==> src/rtl/adc_offcal_pkg.sv <==
package adc_offcal_pkg;
    typedef enum logic [1:0] {
        ST_IDLE = 2'd0,
        ST_CAL  = 2'd1,
        ST_WAIT = 2'd2,
        ST_DONE = 2'd3
    } cal_state_e;
endpackage

==> src/rtl/adc_offcal_ctrl.sv <==
module adc_offcal_ctrl
    import adc_offcal_pkg::*;
#(
    parameter int CAL_NORM   = 8704,
    parameter int VALID_NORM = 8960,
    parameter int AVG_LOG2   = 8
) (
    input  logic clk,
    input  logic rst_n,
    input  logic word_tick,
    input  logic fast_mode,
    input  logic slave_timing,
    output logic busy,
    output logic data_valid,
    output logic acc_en,
    output logic acc_last,
    output logic out_en
);
    localparam int CAL_FAST   = 2 * CAL_NORM;
    localparam int VALID_FAST = 2 * VALID_NORM;
    localparam int AVG_N      = 1 << AVG_LOG2;
    localparam int CW         = $clog2(VALID_FAST + 2);

    typedef struct packed {
        cal_state_e    state;
        logic [CW-1:0] cnt;
        logic          fast;
        logic          slave;
        logic          dv;
    } ctrl_t;

    ctrl_t q, d;
    logic [CW-1:0] tick_no, cal_end, valid_end;

    always_comb begin
        d        = q;
        acc_en   = 1'b0;
        acc_last = 1'b0;
        out_en   = q.dv;
        tick_no  = q.cnt + CW'(1);
        cal_end  = (q.fast ? CW'(CAL_FAST) : CW'(CAL_NORM)) + CW'(q.slave);
        valid_end = (q.fast ? CW'(VALID_FAST) : CW'(VALID_NORM)) + CW'(q.slave);
        case (q.state)
            ST_IDLE: begin
                d.state = ST_CAL;
                d.cnt   = '0;
                d.fast  = fast_mode;
                d.slave = slave_timing;
                d.dv    = 1'b0;
            end
            ST_CAL: begin
                if (word_tick) begin
                    d.cnt = tick_no;
                    if (tick_no > cal_end - CW'(AVG_N)) acc_en = 1'b1;
                    if (tick_no == cal_end) begin
                        acc_last = 1'b1;
                        d.state  = ST_WAIT;
                    end
                end
            end
            ST_WAIT: begin
                if (word_tick) begin
                    d.cnt = tick_no;
                    if (tick_no == valid_end) begin
                        d.state = ST_DONE;
                        d.dv    = 1'b1;
                        out_en  = 1'b1;
                    end
                end
            end
            default: ;
        endcase
    end

    always_ff @(posedge clk or negedge rst_n) begin
        if (!rst_n) begin
            q <= '{state: ST_IDLE, cnt: '0, fast: 1'b0, slave: 1'b0, dv: 1'b0};
        end else begin
            q <= d;
        end
    end

    assign busy       = (q.state == ST_CAL);
    assign data_valid = q.dv;

    assert_busy_fall_on_tick_R3: assert property (@(posedge clk) disable iff (!rst_n)
        $fell(busy) |-> $past(word_tick));
    assert_valid_after_busy_R4: assert property (@(posedge clk) disable iff (!rst_n)
        data_valid |-> !busy);
    assert_valid_sticky_R4: assert property (@(posedge clk) disable iff (!rst_n)
        data_valid |=> data_valid);
    assert_valid_rise_on_tick_R5: assert property (@(posedge clk) disable iff (!rst_n)
        $rose(data_valid) |-> $past(word_tick));
endmodule

==> src/rtl/adc_offcal_chan.sv <==
module adc_offcal_chan #(
    parameter int DATA_W   = 24,
    parameter int AVG_LOG2 = 8
) (
    input  logic                     clk,
    input  logic                     rst_n,
    input  logic                     word_tick,
    input  logic                     acc_en,
    input  logic                     acc_last,
    input  logic                     out_en,
    input  logic signed [DATA_W-1:0] sample_in,
    output logic        [DATA_W-1:0] out_q
);
    localparam int AW = DATA_W + AVG_LOG2;
    localparam logic signed [DATA_W:0] POS_LIM = {2'b00, {(DATA_W-1){1'b1}}};
    localparam logic signed [DATA_W:0] NEG_LIM = {2'b11, {(DATA_W-1){1'b0}}};

    typedef struct packed {
        logic signed [AW-1:0]     acc;
        logic signed [DATA_W-1:0] off;
        logic        [DATA_W-1:0] dout;
    } chan_t;

    chan_t q, d;
    logic signed [AW-1:0]     sum;
    logic signed [DATA_W:0]   diff;
    logic        [DATA_W-1:0] clipped;

    always_comb begin
        d    = q;
        sum  = q.acc + AW'(sample_in);
        diff = (DATA_W+1)'(sample_in) - (DATA_W+1)'(q.off);
        if (diff > POS_LIM)      clipped = POS_LIM[DATA_W-1:0];
        else if (diff < NEG_LIM) clipped = NEG_LIM[DATA_W-1:0];
        else                     clipped = diff[DATA_W-1:0];
        if (acc_en) begin
            if (acc_last) begin
                d.off = DATA_W'(sum >>> AVG_LOG2);
                d.acc = '0;
            end else begin
                d.acc = sum;
            end
        end
        if (word_tick) d.dout = out_en ? clipped : '0;
    end

    always_ff @(posedge clk or negedge rst_n) begin
        if (!rst_n) q <= '0;
        else        q <= d;
    end

    assign out_q = q.dout;

    assert_hold_between_ticks_R8: assert property (@(posedge clk) disable iff (!rst_n)
        !word_tick |=> $stable(out_q));
    assert_acc_only_on_tick_R7: assert property (@(posedge clk) disable iff (!rst_n)
        acc_en |-> word_tick);
endmodule

==> src/rtl/adc_offcal_top.sv <==
module adc_offcal_top #(
    parameter int DATA_W     = 24,
    parameter int CAL_NORM   = 8704,
    parameter int VALID_NORM = 8960,
    parameter int AVG_LOG2   = 8
) (
    input  logic              clk,
    input  logic              rst_n,
    input  logic              word_tick,
    input  logic              fast_mode,
    input  logic              slave_timing,
    input  logic              cal_src,
    input  logic [DATA_W-1:0] smp_left,
    input  logic [DATA_W-1:0] smp_right,
    output logic              cal_busy,
    output logic              ref_sel,
    output logic              data_valid,
    output logic [DATA_W-1:0] out_left,
    output logic [DATA_W-1:0] out_right
);
    localparam int NCH = 2;

    logic acc_en, acc_last, out_en;
    logic [DATA_W-1:0] smp_v [NCH];
    logic [DATA_W-1:0] out_v [NCH];

    adc_offcal_ctrl #(
        .CAL_NORM(CAL_NORM), .VALID_NORM(VALID_NORM), .AVG_LOG2(AVG_LOG2)
    ) ctrl_i (
        .clk(clk), .rst_n(rst_n), .word_tick(word_tick),
        .fast_mode(fast_mode), .slave_timing(slave_timing),
        .busy(cal_busy), .data_valid(data_valid),
        .acc_en(acc_en), .acc_last(acc_last), .out_en(out_en)
    );

    assign smp_v[0] = smp_left;
    assign smp_v[1] = smp_right;

    for (genvar c = 0; c < NCH; c++) begin : g_chan
        adc_offcal_chan #(.DATA_W(DATA_W), .AVG_LOG2(AVG_LOG2)) chan_i (
            .clk(clk), .rst_n(rst_n), .word_tick(word_tick),
            .acc_en(acc_en), .acc_last(acc_last), .out_en(out_en),
            .sample_in(smp_v[c]), .out_q(out_v[c])
        );
    end

    assign out_left  = out_v[0];
    assign out_right = out_v[1];
    assign ref_sel   = cal_busy ? cal_src : 1'b1;

    assert_zero_before_valid_R4: assert property (@(posedge clk) disable iff (!rst_n)
        !data_valid |-> (out_left == '0 && out_right == '0));
    assert_src_follow_R10: assert property (@(posedge clk) disable iff (!rst_n)
        (cal_busy && $stable(cal_src) && $past(cal_busy)) |-> $stable(ref_sel));
endmodule

==> config.mk <==
export PLATFORM = sky130hd
export DESIGN_NAME = adc_offcal_top
export DESIGN_NICKNAME = d
export VERILOG_FILES = /design/src/rtl/adc_offcal_pkg.sv /design/src/rtl/adc_offcal_ctrl.sv /design/src/rtl/adc_offcal_chan.sv /design/src/rtl/adc_offcal_top.sv
export SDC_FILE = /design/constraint.sdc
export NUM_CORES = 1
export LEC_CHECK = 0
export ABC_AREA = 1
export BUFFER_PORTS_ARGS = -buffer_cell sky130_fd_sc_hd__buf_2
export CAP_MARGIN = 20
export CORE_MARGIN = 2
export CORE_UTILIZATION = 30
export DETAILED_ROUTE_END_ITERATION = 10
export PLACE_DENSITY = 0.54
export REMOVE_ABC_BUFFERS = 1
export SETUP_SLACK_MARGIN = 0.02
export SYNTH_ARGS = -nofsm -noshare
export SYNTH_HDL_FRONTEND = slang
export SYNTH_SLANG_ARGS = --single-unit
==> constraint.sdc <==
create_clock -name clk -period 3 [get_ports clk]
set_clock_uncertainty 0.05 [all_clocks]
set_input_delay 0.6 -clock clk [delete_from_list [all_inputs] [get_ports clk]]
set_output_delay 0.6 -clock clk [all_outputs]
set_load 0.05 [all_outputs]
==> results of run 1 <==
## kinds of logic (layout without fill, tap and decap cells)
family,Yosys count,count (layout),synth area share
AND/OR/NAND/NOR,1494,1494,0.392
buffers and inverters,401,503,0.111
AO/OA/AOI/OAI,237,237,0.0797
flip-flops,180,180,0.284
adder cells (fa/ha/maj),124,124,0.0998
XOR/XNOR,60,60,0.0331
## cells in the final DEF, fill, tap and decap left out, types with 9 or more instances in the layout
cell,count
nand2_1,1020
inv_1,280
dfrtp_1,180
nor2_1,154
nand4_1,146
a21oi_1,125
ha_1,118
buf_2,103
nand3_1,98
o21ai_0,72
xor2_1,49
buf_4,42
clkbuf_16,24
nand2_2,22
buf_12,20
nor3_1,12
xnor2_1,11
o22ai_1,11
a21o_1,10
nor4_1,10
o21bai_1,9
## worst max-delay path: stages, from the launching register on
cell and delay (ns):
dfrtp_1 0.37, nand2_2 0.09, nor2_4 0.12, nand3_2 0.08
nor3_2 0.12, nand3_1 0.11, nor3_2 0.21, xor2_1 0.20
inv_1 0.10, ha_4 0.27, nand2_2 0.06, inv_2 0.05
nand2_1 0.04, nand3b_1 0.19, nor2_4 0.15, nand4_1 0.11
nor2_2 0.17, nor2_4 0.10, buf_8 0.17, clkbuf_16 0.19
nand4_1 0.08, nand2_1 0.05
## cells in the mapped netlist (all sizes together)
cell,instances,area (um2)
a21o,10,75.1
and2,3,18.8
clkbuf,25,93.8
o21bai,9,67.6
a31oi,2,12.5
xnor2,11,96.3
o21a,1,7.51
nor2,163,629
buf,89,591
o21ai,75,375
nor3b,1,7.51
o22ai,11,68.8
nand2b,1,6.26
nor4,11,68.8
nand3,104,531
a21boi,3,22.5
ha,120,1500
nand3b,3,22.5
inv,287,1080
a21oi,125,626
nor3,15,80.1
nand2,1045,3930
o32ai,1,8.76
nand4,146,913
fa,4,80.1
and3,2,12.5
xor2,49,429
dfrtp,180,4500
## per-stage QoR
stage / setup slack (ns) / instances / TNS (ns) / instance area [um2] / power (mW)
after floorplan: -3.35 / 2382 / -395.72 / 15200 / 3.57
after global placement: -0.223 / 3230 / -22.69 / 17200 / 4.22
after detailed placement: -0.284 / 3230 / -30.34 / 17200 / 4.23
after CTS: -0.158 / 3272 / -14.98 / 18100 / 7.02
after global routing: -0.390 / 3286 / -57.05 / 18500 / 7.59
final: -0.212 / 3286 / -27.81 / 18500 / 7.23
## repair_timing
| action | in CTS | in global routing |
|---|---|---|
| hold buffers | 1 | 0 |
| pin swaps | 3 | 20 |
| setup buffers | 5 | 5 |
| cloned | 5 | 11 |
| endpoints found under the setup margin | 162 | 163 |
| hold endpoints to repair | 44 | 0 |
| gates resized for setup | 19 | 43 |
## state kept, by name, indices dropped and copies added, names as in the netlist
register             cells
ctrl_i.data_valid        1
ctrl_i.q                19
g_chan.chan_i.out_q     48
g_chan.chan_i.q        112
## path summary, 6_finish.rpt
check / startpoint / to / slack (ns) / cells after the start
min reg2reg: g_chan[1].chan_i.out_q[1] / g_chan[1].chan_i.out_q[1] / 0.42 / 2
max reg2reg: ctrl_i.q[7] / g_chan[0].chan_i.q[53] / -0.21 / 21
min: fast_mode / ctrl_i.q[2] / 0.26 / 3
min in group asynchronous: rst_n / g_chan[1].chan_i.q[78] / 0.55 / 2
max: ctrl_i.q[7] / g_chan[0].chan_i.q[53] / -0.21 / 21
max in group asynchronous: rst_n / g_chan[1].chan_i.out_q[13] / 1.54 / 3
## final cells by class
type / instances / share of cell area
timing repair buffer: 185 / 0.0898
sequential: 180 / 0.243
inverter: 287 / 0.0581
clock inverter: 12 / 0.0109
tap: 688 / 0.0465
clock buffer: 19 / 0.0239
multi-input combinational: 1915 / 0.528
## per-layer routing
metal  vias up  GRT usage  share of wire
met2       550      0.294           0.42
met5         -          0              0
met1      7590      0.286           0.49
li1       8191          -              -
met3        48     0.0364          0.066
met4         0     0.0498          0.021
## power by group
part / internal [mW] / switching [mW]
Sequential: 2.47 / 0.0443
Clock: 1.50 / 1.11
Combinational: 0.755 / 1.35
Total: 4.72 / 2.51
==> impl_metrics.ini, run 1 <==
[power_and_ir_drop]
peakVddDrop_mv = 0.335
pwr_density_cell_mw_per_mm2 = 390
leakage_nw = 10.5

[die]
initial_core_util = 0.302
die_area_mm2 = 0.0547
die_width_um = 234
core-area_mm2 = 0.0524
rows = 84
die_h_um = 234
pin_count = 105

[global_route]
grt_pass1_vias = 15000
grt_use_total = 0.196
antenna_found_initial = 0
overflow = 0
grt_pass1_wl_um = 83700
grt_max_degree = 58

[clock_network]
clk_latency_ns = 0.51
cts-buffers-inserted = 17
cts_tree = yes
cts_root_buf = clkbuf_16
clockBufferDepth = 2
clock-sinks = 180
cts_max_level = 4
clk_pin_slew_ns = 0.07

[sta]
slew_violations = 0
timing.fmax_mhz = 311
fin_hold_ws_ns = 0.264
period_needed_ns = 3.21
fin_crit_sh = 1.07
finalHoldViolations = 0
setup_violations = 160
rsz0062_at_grt = true
fin_ws_ns = -0.212
slew-limit-headroom = 0.598
worst_slew_pin_slew_ns = 0.601

[routing]
ant_nets = 0
via_per_inst = 4.98
wl_per_cell_um = 16.7
drc = 0
drt_iter0_drc = 1428
finalWirelength_um = 55000
drt_first_pass_iters = 5
route.vias.total = 16400

[job]
max_cap_viol_count = 0

[final_layout]
area_delta_synth_final_pct = 16.9
seqCellArea_mm2 = 0.00450
layout.nets = 2764
layout-drive-gt1-share = 0.102
final_util = 0.353
final.fill_count = 5603
multi_input_area_mm2 = 0.00978
insertedDiodeCount = 0

[placed_design]
place.gp.congestion = 1.00
dp_hpwl_um = 39600
io_buffers = 104

[run_status]
status = finished with violations
failed_checks = setup timing

[worst_setup_path]
start_kind = register
critPathRequiredTime_ns = 3.34
crit_path_end_kind = register
critPathMaxFanout = 14
critPathKind = reg2reg
cp.arrival_ns = 3.56

[yosys]
syn_inst = 2496
seq_area_frac_synth = 0.284
synth_seq_cells = 180
synth.distinct_cells = 37
syn_avg_cell_area_um2 = 6.35
yosysWarnings = 0
synth_area_mm2 = 0.0159

[min_path]
hold_class = in2reg
Note: power is estimated with default switching activity, not from simulation.
==> run 2, diff against run 1 <==
Settings changed: CORE_UTILIZATION 30 to 34, PLACE_DENSITY 0.54 to 0.59.
==> run 2 against run 1 <==
  * The run still ends with setup timing left
  * Largest power group is now registers
  * Worst hold slack worse by 0.20 ns
  * Highest routed layer unchanged
  * Cell area is 0.57% higher
  * Via count is 0.46% lower
  * Largest cell class unchanged
==> impl_metrics.ini, run 2 (synthesis results as in run 1) <==
[run_status]
failed_checks = setup timing
status = finished with violations

[die]
core-area_mm2 = 0.0463
initial_core_util = 0.343
die_area_mm2 = 0.0484
pin_count = 105
die_h_um = 220
rows = 79
die_width_um = 220

[sta]
finalHoldViolations = 0
rsz0062_at_grt = true
worst_slew_pin_slew_ns = 0.598
fin_ws_ns = -0.183
fin_hold_ws_ns = 0.0638
fin_crit_sh = 1.06
slew_violations = 0
setup_violations = 160
period_needed_ns = 3.18
slew-limit-headroom = 0.601
timing.fmax_mhz = 314

[clock_network]
cts_max_level = 4
clock-sinks = 180
postCtsHoldBufs = 0
clk_latency_ns = 0.47
cts_root_buf = clkbuf_16
clockBufferDepth = 2
clk_pin_slew_ns = 0.07
cts_tree = yes
cts-buffers-inserted = 17

[power_and_ir_drop]
switching_power_mw = 2.41
p_sw_frac = 0.357
p_clk_frac = 0.339
internal_power_mw = 4.35
peakVddDrop_mv = 0.457
comb_power_share = 0.290
leakage_nw = 10.6
p_total_mw = 6.76
seqPwrFrac = 0.371
pwr_density_cell_mw_per_mm2 = 363

[routing]
finalWirelength_um = 52400
route.vias.total = 16300
drt_first_pass_iters = 6
via_per_inst = 5.06
drt_iter0_drc = 1521
drc = 0
ant_nets = 0
wl_per_cell_um = 16.3

[final_layout]
most-common-layout-cells = 1000 x nand2_1, 281 x inv_1, 180 x dfrtp_1
layout-drive-gt1-share = 0.116
regMostFlops = g_chan.chan_i.q
final_common_cell = nand2_1
layout.nets = 2780
largest_reg_flops = 112
insertedDiodeCount = 0
area_delta_synth_final_pct = 17.5
fin_cells = 3222

[worst_setup_path]
crit_path_top_delay_cell = dfrtp_1
critPathTopFamily = simple AND/OR/NAND/NOR gates
reg2reg_from = ctrl_i.q[6]
start_kind = register
cp.arrival_ns = 3.54
critPathRequiredTime_ns = 3.35
critPathMaxFanout = 14
crit_path_max_incr_delay_ns = 0.36
cp_common_cell = nand2_1
r2r_end = g_chan[0].chan_i.q[48]
worstPathCellList = nand2_2, nor2_4, nand3_2, nor3_2, nand3_1, nor3_2, xor2_1, inv_1, ha_1, nand2_2, inv_2, nand2_1, nand3b_1, nor2_2, nand4_1, nor2_2, nor2_4, buf_4, nand2_8, clkbuf_16, nand2_1, nand2_1
crit_buf_inv = 4
rrSetupSlack_ns = -0.18
critPathKind = reg2reg
r2r_cells = 22
crit_path_end_kind = register

[global_route]
grt_pass1_wl_um = 81200
grt_pass1_vias = 15000
overflow = 0
antenna_found_initial = 0
grt_max_degree = 64
grt_use_total = 0.213

[placed_design]
placedCellCount = 3159
place.gp.congestion = 0.968
dp_hpwl_um = 39700
io_buffers = 104

[min_path]
hold_class = in2async

[job]
max_cap_viol_count = 0
==> run 2: cell types whose count changed in the layout (fill, tap and decap cells not counted), moves of 3 or more <==
cell | before | now
bufinv_16 | 5 | 1
nand2_2 | 22 | 29
nand2_1 | 1020 | 1000
buf_12 | 20 | 26
buf_4 | 42 | 51
nand2_4 | 2 | 15
inv_6 | 2 | 5
buf_6 | 2 | 6
==> run 2: per-stage QoR <==
step	worst slack, ns	cell area (um2)	util	TNS [ns]
5_1_grt	-0.387	18600	0.403	-55.77
3_3_place_gp	-0.250	17300	0.374	-34.16
2_1_floorplan	-3.35	15200	-	-395.72
3_5_place_dp	-0.249	17300	0.374	-36.53
6_report	-0.183	18600	0.403	-21.49
4_1_cts	-0.122	18100	0.392	-10.16
==> run 2: metal layers <==
layer,vias up,GRT usage,wire length (um)
met5,-,0,0
met4,0,0.0629,1040
met3,57,0.0229,2580
met2,455,0.323,22400
met1,7579,0.317,26400
li1,8213,-,-
==> run 2: power groups by stage <==
| stage | clock, mW | sequential [mW] | combinational [mW] |
|---|---|---|---|
| after global routing | 2.44 | 2.51 | 2.15 |
| after CTS | 2.36 | 2.50 | 1.78 |
| after floorplan | 0 | 2.55 | 1.03 |
| after detailed placement | 0 | 2.55 | 1.69 |
| final | 2.29 | 2.50 | 1.96 |
| after global placement | 0 | 2.55 | 1.68 |
==> run 2: worst max path at each step <==
| stage | start | endpoint | slack [ns] | cells past startpoint |
|---|---|---|---|---|
| after global placement | ctrl_i.q[3] | g_chan[1].chan_i.q[43] | -0.25 | 18 |
| after global routing | ctrl_i.q[6] | g_chan[1].chan_i.q[41] | -0.39 | 23 |
| after detailed placement | ctrl_i.q[3] | g_chan[1].chan_i.q[41] | -0.25 | 18 |
| after CTS | ctrl_i.q[4] | g_chan[1].chan_i.q[37] | -0.12 | 23 |
| final | ctrl_i.q[6] | g_chan[0].chan_i.q[48] | -0.18 | 22 |
| after floorplan | ctrl_i.q[3] | g_chan[0].chan_i.q[48] | -3.35 | 18 |
==> run 2: area by class of cell <==
class,count,area [um2]
Inverter,287,1080
Clock buffer,20,447
Sequential cell,180,4500
Fill cell,4951,27600
Multi-Input combinational cell,1915,9880
Tap cell,607,759
Clock inverter,12,120
Timing Repair Buffer,201,1840
==> run 2: timing repair <==
item / CTS / global route
pin swaps: 25 / 26
resized for setup: 22 / 68
endpoints found under the setup margin: 162 / 163
buffers inserted: 14 / 5
cloned: 3 / 10
==> run 3, diff against run 2 <==
Settings changed: ABC_AREA 1 to not set.
==> run 3 against run 2 <==
  * The flow still finishes with violations (setup timing)
  * Power decreased by 0.78%
  * Clock power about the same
  * Register-to-register slack lost 0.17 ns
  * Combinational power fell by 9%
  * Highest routed layer unchanged
  * Global-route usage down 2.0 points
  * Flip-flop and latch count did not move
  * Setup slack got worse by 0.17 ns
  * Count of clock-buffer cells in the layout unchanged
  * Core utilization increased by 7.0 points
==> impl_metrics.ini, run 3 <==
[power_and_ir_drop]
p_total_mw = 6.71
p_clk_frac = 0.339
peakVddDrop_mv = 0.454
comb_power_share = 0.267
seqPwrFrac = 0.394
internal_power_mw = 4.41
switching_power_mw = 2.30
pwr_density_cell_mw_per_mm2 = 368
p_sw_frac = 0.343
leakage_nw = 8.67

[worst_setup_path]
critPathKind = reg2reg
r2r_end = g_chan[1].chan_i.q[56]
critPathRequiredTime_ns = 3.28
critPathMaxFanout = 7
start_kind = register
reg2reg_from = ctrl_i.q[3]
crit_path_end_kind = register
crit_start = ctrl_i.q[3]
rrSetupSlack_ns = -0.36
cp.arrival_ns = 3.64
r2r_cells = 14

[clock_network]
clock-sinks = 180
cts-buffers-inserted = 17
cts_root_buf = clkbuf_16
clk_latency_ns = 0.46
postCtsHoldBufs = 0
cts_max_level = 4
cts_tree = yes
clk_pin_slew_ns = 0.07
clockBufferDepth = 2

[final_layout]
layout-drive-gt1-share = 0.336
largest_reg_flops = 112
most-common-layout-cells = 242 x buf_4, 179 x dfrtp_1, 145 x nand2_1
final_common_cell = buf_4
final.fill_count = 3728
area_delta_synth_final_pct = 37.4
layout.nets = 2030
regMostFlops = g_chan.chan_i.q

[yosys]
synthFlopType = dfrtp_1
synth_seq_cells = 180
syn_avg_cell_area_um2 = 8.66
synth_area_mm2 = 0.0133
async_flop_share = 1.00
synth_edf_count = 0
synth_top_area_share = 0.339
synthTopCellsByCount = 192 x nand2_1, 180 x dfrtp_1, 120 x ha_1
yosysTopAreaCell = dfrtp_1
syn_inst = 1533
synth.distinct_cells = 71
synth_area_leaders = dfrtp_1 34%, ha_1 11%, nand2_1 5.4%
synth_most_common_cell = nand2_1
seq_area_frac_synth = 0.339
yosysWarnings = 0

[placed_design]
place.gp.congestion = 0.888
dp_hpwl_um = 29100
io_buffers = 104

[run_status]
failed_checks = setup timing
status = finished with violations

[sta]
slew_violations = 0
fin_crit_sh = 1.12
worst_slew_pin_slew_ns = 1.04
finalHoldViolations = 0
slew-limit-headroom = 0.307
setup_violations = 162
timing.fmax_mhz = 298
rsz0062_at_grt = true
fin_ws_ns = -0.357
setup_tns_ns = -42.02
period_needed_ns = 3.36

[routing]
route.vias.total = 12400
wl_per_cell_um = 17.6
finalWirelength_um = 41800
drc = 0
drt_first_pass_iters = 5
drt_iter0_drc = 823
via_per_inst = 5.22
ant_nets = 0

[die]
die_width_um = 202
die_area_mm2 = 0.0406
core-area_mm2 = 0.0386
rows = 72
die_h_um = 202
initial_core_util = 0.344
pin_count = 105

[min_path]
hold_class = in2async

[global_route]
grt_use_total = 0.193
grt_max_degree = 75
grt_pass1_vias = 12100
overflow = 0
antenna_found_initial = 1
grt_pass1_wl_um = 62800

[job]
max_cap_viol_count = 0
[run 3: changes by cell type in the layout (fill, tap and decap cells not counted), sizes merged, moves of 74 or more]
| cell | previous run | this run |
|---|---|---|
| nand2 | 1045 | 197 |
| buf | 193 | 386 |
| inv | 293 | 106 |
| nand4 | 146 | 16 |
| nor2 | 163 | 63 |
| nand3 | 104 | 30 |
[run 3: cell families after synthesis]
kind of cell / share of synthesized area
buffers and inverters: 0.0733
AO/OA/AOI/OAI: 0.251
XOR/XNOR: 0.0673
AND/OR/NAND/NOR: 0.145
multiplexers: 0.00481
adder cells (fa/ha/maj): 0.119
flip-flops: 0.339
[run 3: layout make-up]
class	count	area (um2)	share of cell area
multi-input combinational	1153	8840	0.485
sequential	180	4510	0.247
timing repair buffer	398	3290	0.180
tap	518	648	0.0355
clock buffer	20	447	0.0245
inverter	102	383	0.0210
clock inverter	12	123	0.00672
antenna	1	2.50	0.000137
[run 3: how the worst max path moves through the flow]
stage / cells after the start / endpoint / slack [ns]
after floorplan: 13 / g_chan[0].chan_i.q[59] / -1.91
after global placement: 15 / g_chan[1].chan_i.q[78] / -0.75
after detailed placement: 15 / g_chan[1].chan_i.q[78] / -0.70
after CTS: 15 / g_chan[1].chan_i.q[79] / -0.18
after global routing: 14 / g_chan[1].chan_i.q[65] / -0.45
final: 14 / g_chan[1].chan_i.q[56] / -0.36
[run 3: power groups by stage]
| stage | clock, mW | sequential, mW | combinational [mW] |
|---|---|---|---|
| global placement | 0 | 2.68 | 1.61 |
| global route | 2.43 | 2.66 | 1.92 |
| detailed placement | 0 | 2.68 | 1.63 |
| floorplan | 0 | 3.03 | 0.606 |
| finish | 2.27 | 2.65 | 1.79 |
| CTS | 2.32 | 2.64 | 1.72 |
[run 3: metrics by stage]
step	util	cell area [um2]	setup slack [ns]	hold slack, ns	instances
CTS	0.441	17000	-0.176	0.0785	2357
detailed placement	0.412	15900	-0.702	0.422	2299
finish	0.473	18200	-0.357	0.0665	2384
global placement	0.412	15900	-0.746	0.416	2299
floorplan	-	12700	-1.91	0.254	1432
global route	0.473	18200	-0.452	0.0877	2384
[run 3: critical path, cell delays in order (launching register included)]
cell and delay (ns):
dfrtp_1 0.43, buf_6 0.13, nand3_4 0.07, nor4_4 0.34
nand4_1 0.21, xnor2_2 0.20, ha_1 0.31, and3_4 0.19
nand4_1 0.17, or3_4 0.45, buf_6 0.13, nor2_4 0.16
buf_6 0.15, clkbuf_16 0.16, o31ai_1 0.08
[run 3: per-layer routing]
metal | vias up | GRT usage | share of wire
met3 | 65 | 0.0364 | 0.045
met1 | 5985 | 0.252 | 0.45
li1 | 6120 | - | -
met4 | 0 | 0.0538 | 0.026
met2 | 270 | 0.328 | 0.48
met5 | - | 0 | 0
[run 3: what timing repair did]
item                                    in CTS  in global routing
gates resized for setup                     60                213
buffers inserted                            21                 10
pin swaps                                   45                 95
gates cloned                                 5                 18
endpoints found under the setup margin     162                162
